File: config.mk
export PLATFORM = sky130hd
export DESIGN_NAME = pwm_cmp_timer
export DESIGN_NICKNAME = d
export VERILOG_FILES = /design/src/rtl/pwm_timer_pkg.sv /design/src/rtl/pwm_mode_decode.sv /design/src/rtl/pwm_cmp_buffer.sv /design/src/rtl/pwm_counter.sv /design/src/rtl/pwm_pin_ctrl.sv /design/src/rtl/pwm_cmp_timer.sv
export SDC_FILE = /design/constraint.sdc
export NUM_CORES = 1
export LEC_CHECK = 0
export BUFFER_PORTS_ARGS = -buffer_cell sky130_fd_sc_hd__buf_2
export CAP_MARGIN = 5
export CORE_MARGIN = 8
export CORE_UTILIZATION = 55
export CTS_CLUSTER_DIAMETER = 40
export DETAILED_ROUTE_END_ITERATION = 10
export GPL_TIMING_DRIVEN = 0
export PLACE_DENSITY = 0.87
export SYNTH_ARGS = -nofsm -noshare
export SYNTH_HDL_FRONTEND = slang
export SYNTH_SLANG_ARGS = --single-unit
File: constraint.sdc
create_clock -name clk -period 6.5 [get_ports clk]
set_input_delay 0.975 -clock clk [delete_from_list [all_inputs] [get_ports clk]]
set_output_delay 0.975 -clock clk [all_outputs]
set_load 0.02 [all_outputs]
File: src/rtl/pwm_timer_pkg.sv
// Package: shared types for the PWM timer.
// Assumes: imported by every module of the timer; no state of its own.
package pwm_timer_pkg;

    // Counting scheme chosen by the waveform mode.
    typedef enum logic [2:0] {
        KIND_NORMAL,
        KIND_CTC,
        KIND_FAST,
        KIND_PC,
        KIND_PFC,
        KIND_RSVD
    } wave_kind_e;

    // Where the TOP value comes from.
    typedef enum logic [2:0] {
        TSRC_MAX,
        TSRC_8B,
        TSRC_9B,
        TSRC_10B,
        TSRC_CAP,
        TSRC_CMPA
    } top_src_e;

    // Action taken on a pin at the next enabled edge.
    typedef enum logic [1:0] {
        ACT_NONE,
        ACT_SET,
        ACT_CLR,
        ACT_TGL
    } pin_act_e;

    // True for the three PWM counting schemes.
    function automatic logic kind_is_pwm(wave_kind_e k);
        return (k == KIND_FAST) || (k == KIND_PC) || (k == KIND_PFC);
    endfunction

    // True for the up/down counting schemes.
    function automatic logic kind_is_dual(wave_kind_e k);
        return (k == KIND_PC) || (k == KIND_PFC);
    endfunction

endpackage

File: src/rtl/pwm_mode_decode.sv
// Module: pwm_mode_decode
// Turns the 4-bit waveform mode into a counting scheme, a TOP source
// and the flag that allows channel A to toggle in a PWM mode.
// Assumes: purely combinational; the TOP value itself is muxed by the caller.
module pwm_mode_decode
    import pwm_timer_pkg::*;
(
    input  logic [3:0]  mode,
    output wave_kind_e  kind,
    output top_src_e    tsrc,
    output logic        tgl_ok
);

    // Decode table for all sixteen mode codes.
    always_comb begin
        kind   = KIND_NORMAL;
        tsrc   = TSRC_MAX;
        tgl_ok = 1'b0;
        case (mode)
            4'd0:  begin kind = KIND_NORMAL; tsrc = TSRC_MAX;  end
            4'd1:  begin kind = KIND_PC;     tsrc = TSRC_8B;   end
            4'd2:  begin kind = KIND_PC;     tsrc = TSRC_9B;   end
            4'd3:  begin kind = KIND_PC;     tsrc = TSRC_10B;  end
            4'd4:  begin kind = KIND_CTC;    tsrc = TSRC_CMPA; end
            4'd5:  begin kind = KIND_FAST;   tsrc = TSRC_8B;   end
            4'd6:  begin kind = KIND_FAST;   tsrc = TSRC_9B;   end
            4'd7:  begin kind = KIND_FAST;   tsrc = TSRC_10B;  end
            4'd8:  begin kind = KIND_PFC;    tsrc = TSRC_CAP;  end
            4'd9:  begin kind = KIND_PFC;    tsrc = TSRC_CMPA; tgl_ok = 1'b1; end
            4'd10: begin kind = KIND_PC;     tsrc = TSRC_CAP;  end
            4'd11: begin kind = KIND_PC;     tsrc = TSRC_CMPA; tgl_ok = 1'b1; end
            4'd12: begin kind = KIND_CTC;    tsrc = TSRC_CAP;  end
            4'd13: begin kind = KIND_RSVD;   tsrc = TSRC_CMPA; end
            4'd14: begin kind = KIND_FAST;   tsrc = TSRC_CAP;  tgl_ok = 1'b1; end
            4'd15: begin kind = KIND_FAST;   tsrc = TSRC_CMPA; tgl_ok = 1'b1; end
            default: begin kind = KIND_NORMAL; tsrc = TSRC_MAX; end
        endcase
    end

endmodule

File: src/rtl/pwm_cmp_buffer.sv
// Module: pwm_cmp_buffer
// Holds one channel's compare value. In PWM modes the held copy is used
// and reloaded on the load strobe; otherwise the input passes straight through.
// Assumes: load is only acted on while the count enable is high.
module pwm_cmp_buffer #(
    parameter int W = 16
) (
    input  logic         clk,
    input  logic         rst_n,
    input  logic         cnt_en,
    input  logic         pwm,
    input  logic         load,
    input  logic [W-1:0] cmp_in,
    output logic [W-1:0] cmp_eff
);

    logic [W-1:0] held_q;

    // Track the input outside PWM, reload at the update point inside PWM.
    always_ff @(posedge clk) begin
        if (!rst_n)
            held_q <= '0;
        else if (!pwm)
            held_q <= cmp_in;
        else if (cnt_en && load)
            held_q <= cmp_in;
    end

    // Select the compare value in use.
    assign cmp_eff = pwm ? held_q : cmp_in;

endmodule

File: src/rtl/pwm_counter.sv
// Module: pwm_counter
// The timer count register and its direction bit. Single-slope schemes
// wrap at TOP (or at all ones when wrap is low); dual-slope schemes turn
// at TOP and at 0.
// Assumes: TOP may change at any time; a count above TOP wraps or turns at once.
module pwm_counter #(
    parameter int W = 16
) (
    input  logic         clk,
    input  logic         rst_n,
    input  logic         cnt_en,
    input  logic         dual,
    input  logic         wrap,
    input  logic [W-1:0] top,
    output logic [W-1:0] cnt,
    output logic         down
);

    localparam logic [W-1:0] ONE = W'(1);

    // Advance the count and direction by one enabled step.
    always_ff @(posedge clk) begin
        if (!rst_n) begin
            cnt  <= '0;
            down <= 1'b0;
        end else if (cnt_en) begin
            if (dual) begin
                if (!down) begin
                    if (cnt >= top) begin
                        down <= 1'b1;
                        cnt  <= (top == '0) ? '0 : top - ONE;
                    end else begin
                        cnt <= cnt + ONE;
                    end
                end else if (cnt == '0) begin
                    down <= 1'b0;
                    cnt  <= (top == '0) ? '0 : ONE;
                end else begin
                    cnt <= cnt - ONE;
                end
            end else begin
                down <= 1'b0;
                if (wrap && (cnt >= top))
                    cnt <= '0;
                else
                    cnt <= cnt + ONE;
            end
        end
    end

endmodule

File: src/rtl/pwm_pin_ctrl.sv
// Module: pwm_pin_ctrl
// One compare channel's pin logic: decodes the compare code against the
// counting scheme into an output enable and a pin action, and applies the
// action on the next enabled edge.
// Assumes: hit, at_bot and up_slope describe the counter in the current cycle.
module pwm_pin_ctrl
    import pwm_timer_pkg::*;
#(
    parameter bit IS_A = 1'b1
) (
    input  logic        clk,
    input  logic        rst_n,
    input  logic        cnt_en,
    input  wave_kind_e  kind,
    input  logic        tgl_ok,
    input  logic [1:0]  code,
    input  logic        hit,
    input  logic        cmp_is_top,
    input  logic        at_bot,
    input  logic        up_slope,
    output logic        pin,
    output logic        oe
);

    pin_act_e act;
    logic     hi_code;
    logic     inv;

    assign hi_code = code[1];
    assign inv     = code[0];

    // Choose the output enable and the pending pin action.
    always_comb begin
        act = ACT_NONE;
        oe  = 1'b0;
        case (kind)
            KIND_NORMAL, KIND_CTC: begin
                if (code != 2'b00) begin
                    oe = 1'b1;
                    if (hit)
                        act = (code == 2'b01) ? ACT_TGL :
                              (code == 2'b10) ? ACT_CLR : ACT_SET;
                end
            end
            KIND_FAST: begin
                if (code == 2'b01) begin
                    if (IS_A && tgl_ok) begin
                        oe = 1'b1;
                        if (hit) act = ACT_TGL;
                    end
                end else if (hi_code) begin
                    oe = 1'b1;
                    if (hit && !cmp_is_top)
                        act = inv ? ACT_SET : ACT_CLR;
                    else if (at_bot)
                        act = inv ? ACT_CLR : ACT_SET;
                end
            end
            KIND_PC, KIND_PFC: begin
                if (code == 2'b01) begin
                    if (IS_A && tgl_ok) begin
                        oe = 1'b1;
                        if (hit) act = ACT_TGL;
                    end
                end else if (hi_code) begin
                    oe = 1'b1;
                    if (hit && !cmp_is_top)
                        act = (up_slope ^ inv) ? ACT_CLR : ACT_SET;
                    else if (at_bot && cmp_is_top)
                        act = inv ? ACT_CLR : ACT_SET;
                end
            end
            default: begin
                act = ACT_NONE;
                oe  = 1'b0;
            end
        endcase
    end

    // Apply the pending action on an enabled edge.
    always_ff @(posedge clk) begin
        if (!rst_n)
            pin <= 1'b0;
        else if (cnt_en) begin
            case (act)
                ACT_SET: pin <= 1'b1;
                ACT_CLR: pin <= 1'b0;
                ACT_TGL: pin <= ~pin;
                default: pin <= pin;
            endcase
        end
    end

endmodule

File: src/rtl/pwm_cmp_timer.sv
// Module: pwm_cmp_timer (top)
// A timer/counter with two compare channels and mode-dependent pin
// actions. Ties together the mode decoder, the counter, one compare buffer
// per channel and one pin controller per channel.
// Assumes: all inputs are synchronous to clk; W is at least 10 so that
// the fixed TOP values fit.
module pwm_cmp_timer
    import pwm_timer_pkg::*;
#(
    parameter int W = 16
) (
    input  logic         clk,
    input  logic         rst_n,
    input  logic         cnt_en,
    input  logic [3:0]   wave_mode,
    input  logic [1:0]   comp_mode_a,
    input  logic [1:0]   comp_mode_b,
    input  logic [W-1:0] cmp_a_in,
    input  logic [W-1:0] cmp_b_in,
    input  logic [W-1:0] cap_top,
    output logic         wave_a,
    output logic         wave_a_oe,
    output logic         wave_b,
    output logic         wave_b_oe,
    output logic         ovf_flag,
    output logic         match_a,
    output logic         match_b
);

    localparam int           NCH     = 2;
    localparam logic [W-1:0] TOP_8B  = W'(255);
    localparam logic [W-1:0] TOP_9B  = W'(511);
    localparam logic [W-1:0] TOP_10B = W'(1023);

    wave_kind_e   kind;
    top_src_e     tsrc;
    logic         tgl_ok;
    logic         is_pwm;
    logic         is_dual;
    logic [W-1:0] top;
    logic [W-1:0] cnt;
    logic         down;
    logic         at_top;
    logic         at_bot;
    logic         up_slope;
    logic         buf_load;

    logic [W-1:0] cmp_in_arr  [NCH];
    logic [W-1:0] cmp_eff_arr [NCH];
    logic [1:0]   code_arr    [NCH];
    logic         hit_arr     [NCH];
    logic         pin_arr     [NCH];
    logic         oe_arr      [NCH];

    assign cmp_in_arr[0] = cmp_a_in;
    assign cmp_in_arr[1] = cmp_b_in;
    assign code_arr[0]   = comp_mode_a;
    assign code_arr[1]   = comp_mode_b;

    pwm_mode_decode u_dec (
        .mode   (wave_mode),
        .kind   (kind),
        .tsrc   (tsrc),
        .tgl_ok (tgl_ok)
    );

    assign is_pwm  = kind_is_pwm(kind);
    assign is_dual = kind_is_dual(kind);

    // Select the TOP value for the current mode.
    always_comb begin
        case (tsrc)
            TSRC_8B:   top = TOP_8B;
            TSRC_9B:   top = TOP_9B;
            TSRC_10B:  top = TOP_10B;
            TSRC_CAP:  top = cap_top;
            TSRC_CMPA: top = cmp_eff_arr[0];
            default:   top = '1;
        endcase
    end

    pwm_counter #(.W(W)) u_cnt (
        .clk    (clk),
        .rst_n  (rst_n),
        .cnt_en (cnt_en),
        .dual   (is_dual),
        .wrap   (kind != KIND_NORMAL),
        .top    (top),
        .cnt    (cnt),
        .down   (down)
    );

    assign at_top   = (cnt == top);
    assign at_bot   = (cnt == '0);
    assign up_slope = !down || at_bot;
    assign buf_load = (kind == KIND_PFC) ? at_bot : at_top;

    for (genvar ch = 0; ch < NCH; ch++) begin : g_ch
        pwm_cmp_buffer #(.W(W)) u_buf (
            .clk     (clk),
            .rst_n   (rst_n),
            .cnt_en  (cnt_en),
            .pwm     (is_pwm),
            .load    (buf_load),
            .cmp_in  (cmp_in_arr[ch]),
            .cmp_eff (cmp_eff_arr[ch])
        );

        assign hit_arr[ch] = (cnt == cmp_eff_arr[ch]);

        pwm_pin_ctrl #(.IS_A(ch == 0)) u_pin (
            .clk        (clk),
            .rst_n      (rst_n),
            .cnt_en     (cnt_en),
            .kind       (kind),
            .tgl_ok     (tgl_ok),
            .code       (code_arr[ch]),
            .hit        (hit_arr[ch]),
            .cmp_is_top (cmp_eff_arr[ch] == top),
            .at_bot     (at_bot),
            .up_slope   (up_slope),
            .pin        (pin_arr[ch]),
            .oe         (oe_arr[ch])
        );
    end

    // Overflow point depends on the counting scheme.
    always_comb begin
        if (!cnt_en)
            ovf_flag = 1'b0;
        else if (kind == KIND_FAST)
            ovf_flag = at_top;
        else if (is_dual)
            ovf_flag = at_bot && down;
        else
            ovf_flag = (cnt == '1);
    end

    assign match_a   = cnt_en && hit_arr[0];
    assign match_b   = cnt_en && hit_arr[1];
    assign wave_a    = pin_arr[0];
    assign wave_b    = pin_arr[1];
    assign wave_a_oe = oe_arr[0];
    assign wave_b_oe = oe_arr[1];

endmodule

==> results of run 1 <==
## synthesized netlist by cell type (all sizes together), types with 5 or more instances
cell / count / area share [%]
a2111oi: 6 / 1.1
a21o: 14 / 1.6
a21oi: 54 / 4.1
a221o: 6 / 0.91
a221oi: 11 / 1.5
a22oi: 7 / 0.79
a2bb2oi: 6 / 0.79
a31oi: 14 / 1.3
a32o: 5 / 0.76
and2: 7 / 0.70
and3: 21 / 2.1
and4: 5 / 0.66
buf: 29 / 3.0
clkbuf: 40 / 2.3
dfxtp: 51 / 15
ha: 26 / 4.9
inv: 45 / 2.6
mux2i: 40 / 6.1
nand2: 39 / 2.3
nand2b: 21 / 2.0
nand3: 47 / 3.6
nand4: 27 / 2.7
nor2: 89 / 5.1
nor3: 25 / 2.4
nor4: 18 / 2.1
o2111ai: 6 / 0.89
o211ai: 11 / 1.2
o21ai: 44 / 3.3
o22ai: 20 / 1.9
o31ai: 16 / 1.9
or3: 12 / 1.4
or4: 7 / 0.85
xnor2: 38 / 5.0
xor2: 24 / 3.2
## worst max-delay path, delay by kind of cell
kind	cells	cell delay [ps]
AOI/OAI and AO/OA	7	2080
and+or+nand+nor	5	1180
adders and majority gates	1	390
buffers and inverters	5	1330
## worst paths after layout
check | startpoint | end | slack, ps | cells past startpoint
worst max-delay path | wave_mode[3] | u_cnt.cnt[13] | 770 | 18
worst min-delay path | g_ch[1].u_buf.held_q[7] | g_ch[1].u_buf.held_q[7] | 500 | 2
worst max register to register | g_ch[0].u_buf.held_q[15] | u_cnt.cnt[13] | 1900 | 15
worst min register to register | g_ch[1].u_buf.held_q[7] | g_ch[1].u_buf.held_q[7] | 500 | 2
## flip-flops by register name, summed over array words and instances (netlist names)
| signal | flops |
|---|---|
| u_cnt.cnt | 16 |
| g_ch.u_pin.pin | 2 |
| g_ch.u_buf.held_q | 32 |
| u_cnt.down | 1 |
## cells by family (layout without fill, tap and decap cells)
group,count (synthesis),count (layout),synth area share [%]
AOI/OAI and AO/OA,269,269,28.5
xor gates and xnor gates,62,62,8.22
muxes,43,43,6.57
buffers and inverters,115,185,7.91
DFF,51,51,15.4
adders and majority gates,26,26,4.92
and+or+nand+nor,339,339,28.4
## layer usage
metal	GRT usage, %	wire [um]
met1	41.9	10300
met2	47.5	11000
met3	9.92	4210
met4	15.5	1420
met5	0.977	0
## stage by stage
step | hold WS [ps] | std cells
after floorplan | 463 | 905
after detailed placement | 484 | 1114
after global placement | 475 | 1114
after global routing | 520 | 1122
after CTS | 500 | 1122
final | 498 | 1122
## where the power goes
part	total, mW	internal (mW)	switching (mW)
Clock	0.327	0.192	0.135
Sequential	0.354	0.330	0.0242
Combinational	0.516	0.186	0.329
## area by class of cell
cell class	count	area, um^2	area share [%]
clock buffer	6	139	1.91
multi-input combinational	739	5070	69.6
timing repair buffer	62	310	4.26
tap	147	184	2.53
buffer	69	350	4.81
clock inverter	2	35.0	0.481
inverter	46	173	2.37
sequential	51	1020	14.0
==> metrics.sh, run 1 <==
TOTAL_CTS_BUFFERS=5
AREA.GROWTH.SYNTH_TO_FINAL_PCT=10.1
WORSTSETUPPATHTYPE='in2reg'
P_LEAK_nW=3.03
NETS=1059
SETUP_VIOL_COUNT_FINAL=0
CPMAXSTAGEDELAYCELL='a2111oi_2'
SYNTH_AREA_UM2=6610
POSTLAYOUTCELLAREA_UM2=7280
CLOCK_LATENCY_PS=310
SYNTH.LIB_CELLS_USED.DISTINCT=84
I_O_PIN_COUNT=66
MOSTFREQUENTLAYOUTCELL='nor2_1'
DIE_W_UM=126
ROWS=40
WORST_CLOCK_SKEW_PS=12.6
MAX_SLEW_MARGIN_PCT=30.5
GLOBALROUTETOTALUTIL_PCT=32.3
MIN-DELAY-PATH-CLASS='reg2reg'
CORE-AREA_UM2=11900
DRV_SLEW=0
DRT_PASS1_ITERATIONS=9
DETAIL_ROUTE.VIAS_PER_CELL=7.22
DRT_ITER0_DRC=1461
DRIVE_GT1_SHARE_PCT=13.5
CTS.CLK_SLEW.WORST_PATHS_PS=70
DETAILROUTE.VIA_COUNT=8101
ANTENNA_CELLS=0
CLOCK_PATH_BUFFERS=2
DRC=0
DRV_CAP=0
LAYOUT.CELLS.MOST_COMMON_LIST='nor2_1, buf_2, a21oi_1, dfxtp_1, nand3_1'
SYN_AREA_PER_CELL_UM2=7.30
ANTENNA_FOUND_INITIAL=0
DPL_CELL_AREA_UM2=7100
GLOBAL_ROUTE_WIRE_LENGTH_BEFORE_REPAIR_UM=40700
VIA_COUNT_OF_THE_FIRST_GLOBAL_ROUTING_PASS=7354
ARRIVAL_PS=5980
HPWLAFTERDP_UM=20700
RUN_STATUS='completed'
ANT_NETS=0
FINALPOWER_mW=1.20
CRITICAL_PATH_PEAK_FANOUT=10
HTREEDEPTH=2
SYNTHESIS_STAGE_REGISTER_BIT_COUNT=51
SYNTH_CELLS=905
CTS_ROOT_BUF='clkbuf_16'
TYPE_OF_DESTINATION_OF_THE_CRITICAL_PATH='register'
POWER-PER-CELL-AREA_nW_PER_UM2=164
SYNTH_SEQUENTIAL_AREA_RATIO_PCT=15.4
RSZ0062_AT_GRT='no'
NUM-FILL-CELLS=1135
INITIAL_UTILIZATION_PCT=55.7
FINALHOLDVIOLCOUNT=0
TIMING.FMAX_MHz=174
OVERFLOW_LEFT_AFTER_GLOBAL_ROUTING=0
WL_PER_CELL_UM=24.0
SYNTH_FLOP_CELL='dfxtp_1'
WORSTPATHREQUIRED_PS=6750
CPPEAKSTAGEDELAY_PS=800
CTS-RESIZED-GATES=0
PATH_CELLS='buf_2 -> buf_2 -> buf_2 -> buf_2 -> nor4_1 -> a2111oi_2 -> ha_1 -> and4_1 -> and2_1 -> a221o_1 -> a221oi_1 -> clkbuf_1 -> nor2b_1 -> a22oi_1 -> nand2_1 -> o211ai_1 -> o311ai_0 -> a32o_1'
NUMBER_OF_SETUP_BUFFERS_ADDED_AFTER_CTS=0
GP_ROUTABILITY_CONGESTION=1.04
FINISH.UTILIZATION_PCT=61.4
PERIOD_MINUS_SLACK_PS=5730
VERT_DIE_DIM_UM=126
GRT_START_MAX_NET_PINS=16
PORTBUFFERS=62
FINALWIRELENGTH_UM=27000
FIN_CRIT_SH_PCT=88.2
TIMING.CRITICAL_PATH.FROM_TYPE='input port'
TRITONCTS='built'
TIMING.CRITICAL_PATH.MODE_CELL='buf_2'
POST-ROUTE-WORST-SETUP-SLACK_PS=767
DPL_WORST_SLACK_PS=746
IR_WORST_VDD_V=0.000121
TRITONCTS_NUM_SINKS=51
FINAL.SETUP.TNS_PS=0
CTS-HOLD-FIX-BUFFERS=0
DIE_AREA_UM2=15800
MAPPEDNETLISTNETS=990
WORSTMARGINPINSLEW_PS=1040
SYNTH-ASYNC-RESET-RATIO_PCT=0
SYNTHESIS_WARNINGS=0
SYNTH_EDF_COUNT=0
Power figures use the tool's default switching activity.
==> run 2: changes to the inputs <==
Settings changed: CORE_UTILIZATION 55 to 30, PLACE_DENSITY 0.87 to 0.58.
==> metrics.sh, run 2 (synthesized netlist as in run 1, its figures left out) <==
RUN_STATUS='completed'
FINAL.SETUP.TNS_PS=0  # unchanged
CLOCK_PATH_BUFFERS=2  # unchanged
REGISTERS_WITH_THE_MOST_FLIP_FLOPS='g_ch.u_buf.held_q: 32 flops, u_cnt.cnt: 16 flops, g_ch.u_pin.pin: 2 flops'
LAYOUT.AREA.SEQ_UM2=1020  # unchanged
DETAILROUTE.VIA_COUNT=7811  # -3.6%
TOTAL_STAGE_COUNT_OF_THE_CRITICAL_PATH=18  # unchanged
WORSTSETUPPATHTYPE='in2reg'
DRV_CAP=0  # unchanged
OVERFLOW_LEFT_AFTER_GLOBAL_ROUTING=0  # unchanged
LAYOUT.CELLS.NON_FILLER=1255  # +12%
RSZ0062_AT_GRT='no'
PORTBUFFERS=62  # unchanged
VERT_DIE_DIM_UM=164  # +31%
INITIAL_UTILIZATION_PCT=30.4  # -25 points
ANTENNA_CELLS=0  # unchanged
FIN_CRIT_SH_PCT=89.3  # +1.1 points
TIMING.FMAX_MHz=172  # -1.3%
MAX_FLOP_REGISTER='g_ch.u_buf.held_q'
NETS=1059  # unchanged
DRT_ITER0_DRC=993  # -32%
DETAIL_ROUTE.VIAS_PER_CELL=6.22  # -14%
DRIVE_GT1_SHARE_PCT=13.5  # unchanged
DPL_WORST_SLACK_PS=600  # -146 ps
WORSTPATHREQUIRED_PS=6760  # about the same
DIE_AREA_UM2=27000  # +71%
CRITICAL_PATH_PEAK_FANOUT=10  # unchanged
GLOBAL_ROUTE_WIRE_LENGTH_BEFORE_REPAIR_UM=44600  # +9.4%
VIA_COUNT_OF_THE_FIRST_GLOBAL_ROUTING_PASS=7382  # +0.38%
LAYOUT.CELLS.MOST_COMMON_LIST='nor2_1, buf_2, a21oi_1, dfxtp_1, nand3_1'
ANTENNA_FOUND_INITIAL=0  # unchanged
ARRIVAL_PS=6060  # +80 ps
TRITONCTS='built'
POWER-PER-CELL-AREA_nW_PER_UM2=158  # -4.2%
CPMAXSTAGEDELAYCELL='a2111oi_2'
TIMING.CRITICAL_PATH.MODE_CELL='buf_2'
NUMBER_OF_SETUP_BUFFERS_ADDED_AFTER_CTS=0  # unchanged
FLIP_FLOP_COUNT_OF_THE_LARGEST_REGISTER_ALL_COPIES_AND_WORDS_ADDED=32  # unchanged
HTREEDEPTH=2  # unchanged
MIN-DELAY-PATH-CLASS='reg2reg'
I_O_PIN_COUNT=66  # unchanged
FINALHOLDVIOLCOUNT=0  # unchanged
CPPEAKSTAGEDELAY_PS=890  # +90 ps
SETUP_VIOL_COUNT_FINAL=0  # unchanged
DRT_PASS1_ITERATIONS=7  # -2
TYPE_OF_DESTINATION_OF_THE_CRITICAL_PATH='register'
TIMING.CRITICAL_PATH.FROM_TYPE='input port'
CP_NUM_BUF_INV=4  # -1
DRC=0  # unchanged
CLOCK_LATENCY_PS=310  # about the same
DRV_SLEW=0  # unchanged
CTS_ROOT_BUF='clkbuf_16'
TOTAL_AREA_OF_MULTI_INPUT_COMBINATIONAL_CELLS_UM2=5070  # unchanged
ANT_NETS=0  # unchanged
WORST_CASE_REG_TO_REG_PATH_DEPTH=15  # unchanged
CTS.CLK_SLEW.WORST_PATHS_PS=80  # about the same
WORSTMARGINPINSLEW_PS=1110  # +75.1 ps
PATH_CELLS='buf_2 -> buf_2 -> buf_2 -> nand4b_1 -> nor2_1 -> a2111oi_2 -> ha_1 -> and4_1 -> and2_1 -> a221o_1 -> a221oi_1 -> clkbuf_1 -> nor2b_1 -> a22oi_1 -> nand2_1 -> o211ai_1 -> o311ai_0 -> a32o_1'
GRT_START_MAX_NET_PINS=20  # +4
FINALWIRELENGTH_UM=29700  # +10%
DIE_W_UM=164  # +31%
GLOBALROUTETOTALUTIL_PCT=21.5  # -11 points
CTS-RESIZED-GATES=0  # unchanged
WORST_CLOCK_SKEW_PS=5.50  # -7.09 ps
PERIOD_MINUS_SLACK_PS=5810  # +74.7 ps
DP_CELLS=1247  # +12%
POST-ROUTE-WORST-SETUP-SLACK_PS=693  # -74.7 ps
NUM-FILL-CELLS=2410  # +110%
GP_ROUTABILITY_CONGESTION=1.01  # -2.8%
CRITICAL_PATH.TOP_DELAY_FAMILY='compound AO/OA/AOI/OAI gates'
TOTAL_CTS_BUFFERS=5  # unchanged
AREA.GROWTH.SYNTH_TO_FINAL_PCT=12.3
TIMING.HOLD.WORST_PATH_DEPTH=2  # unchanged
P_LEAK_nW=3.02  # -0.33%
IR_WORST_VDD_V=0.0000998  # -18%
TRITONCTS_NUM_SINKS=51  # unchanged
MOSTFREQUENTLAYOUTCELL='nor2_1'
CTS-HOLD-FIX-BUFFERS=0  # unchanged
HPWLAFTERDP_UM=23200  # +12%
ROWS=54  # +35%
WL_PER_CELL_UM=23.7  # -1.6%
MAX_SLEW_MARGIN_PCT=25.4  # -5.0 points
CORE-AREA_UM2=21800  # +83%
==> run 2: layout make-up <==
type	count	area share, %
Buffer	69	4.72
Multi-Input combinational cell	739	68.2
Inverter	46	2.33
Clock inverter	3	0.388
Timing Repair Buffer	62	4.18
Sequential cell	51	13.8
Clock buffer	5	1.69
Tap cell	280	4.72
==> run 2: worst paths after layout <==
path	from	end	slack [ps]
setup / recovery	wave_mode[1]	u_cnt.cnt[13]	690
hold / removal	g_ch[1].u_buf.held_q[7]	g_ch[1].u_buf.held_q[7]	510
setup reg to reg	g_ch[0].u_buf.held_q[15]	u_cnt.cnt[13]	1730
hold reg to reg	g_ch[1].u_buf.held_q[7]	g_ch[1].u_buf.held_q[7]	510
==> run 2: through the flow <==
| stage | util [%] | area (um^2) | hold slack (ps) | power [mW] |
|---|---|---|---|---|
| final | 34.1 | 7420 | 507 | 1.17 |
| after CTS | 34.1 | 7420 | 509 | 1.16 |
| after global routing | 34.1 | 7420 | 535 | 1.22 |
| after floorplan | - | 6610 | 463 | 0.695 |
| after detailed placement | 33.4 | 7270 | 490 | 0.861 |
| after global placement | 33.4 | 7270 | 478 | 0.860 |
==> run 2: worst register-to-register path, cell delays in order (launching register included) <==
cell       delay, ps
dfxtp_1          420
nand2_1          110
o22ai_1           80
a2111oi_2        910
ha_1             400
and4_1           170
and2_1           160
a221o_1          320
a221oi_1         390
clkbuf_1         450
nor2b_1          630
a22oi_1          200
nand2_1          100
o211ai_1          80
o311ai_0         120
a32o_1           160
==> run 2: layer usage <==
layer  GRT usage [%]  part of all wire, %
met1            29.3                   44
met3            4.96                   11
met2            31.9                   42
met4            9.13                  3.9
met5               0                    0
==> run 2: power by group <==
part           internal, mW  switching, mW
sequential            0.330         0.0259
combinational         0.186          0.333
clock                 0.149          0.146
total                 0.665          0.505
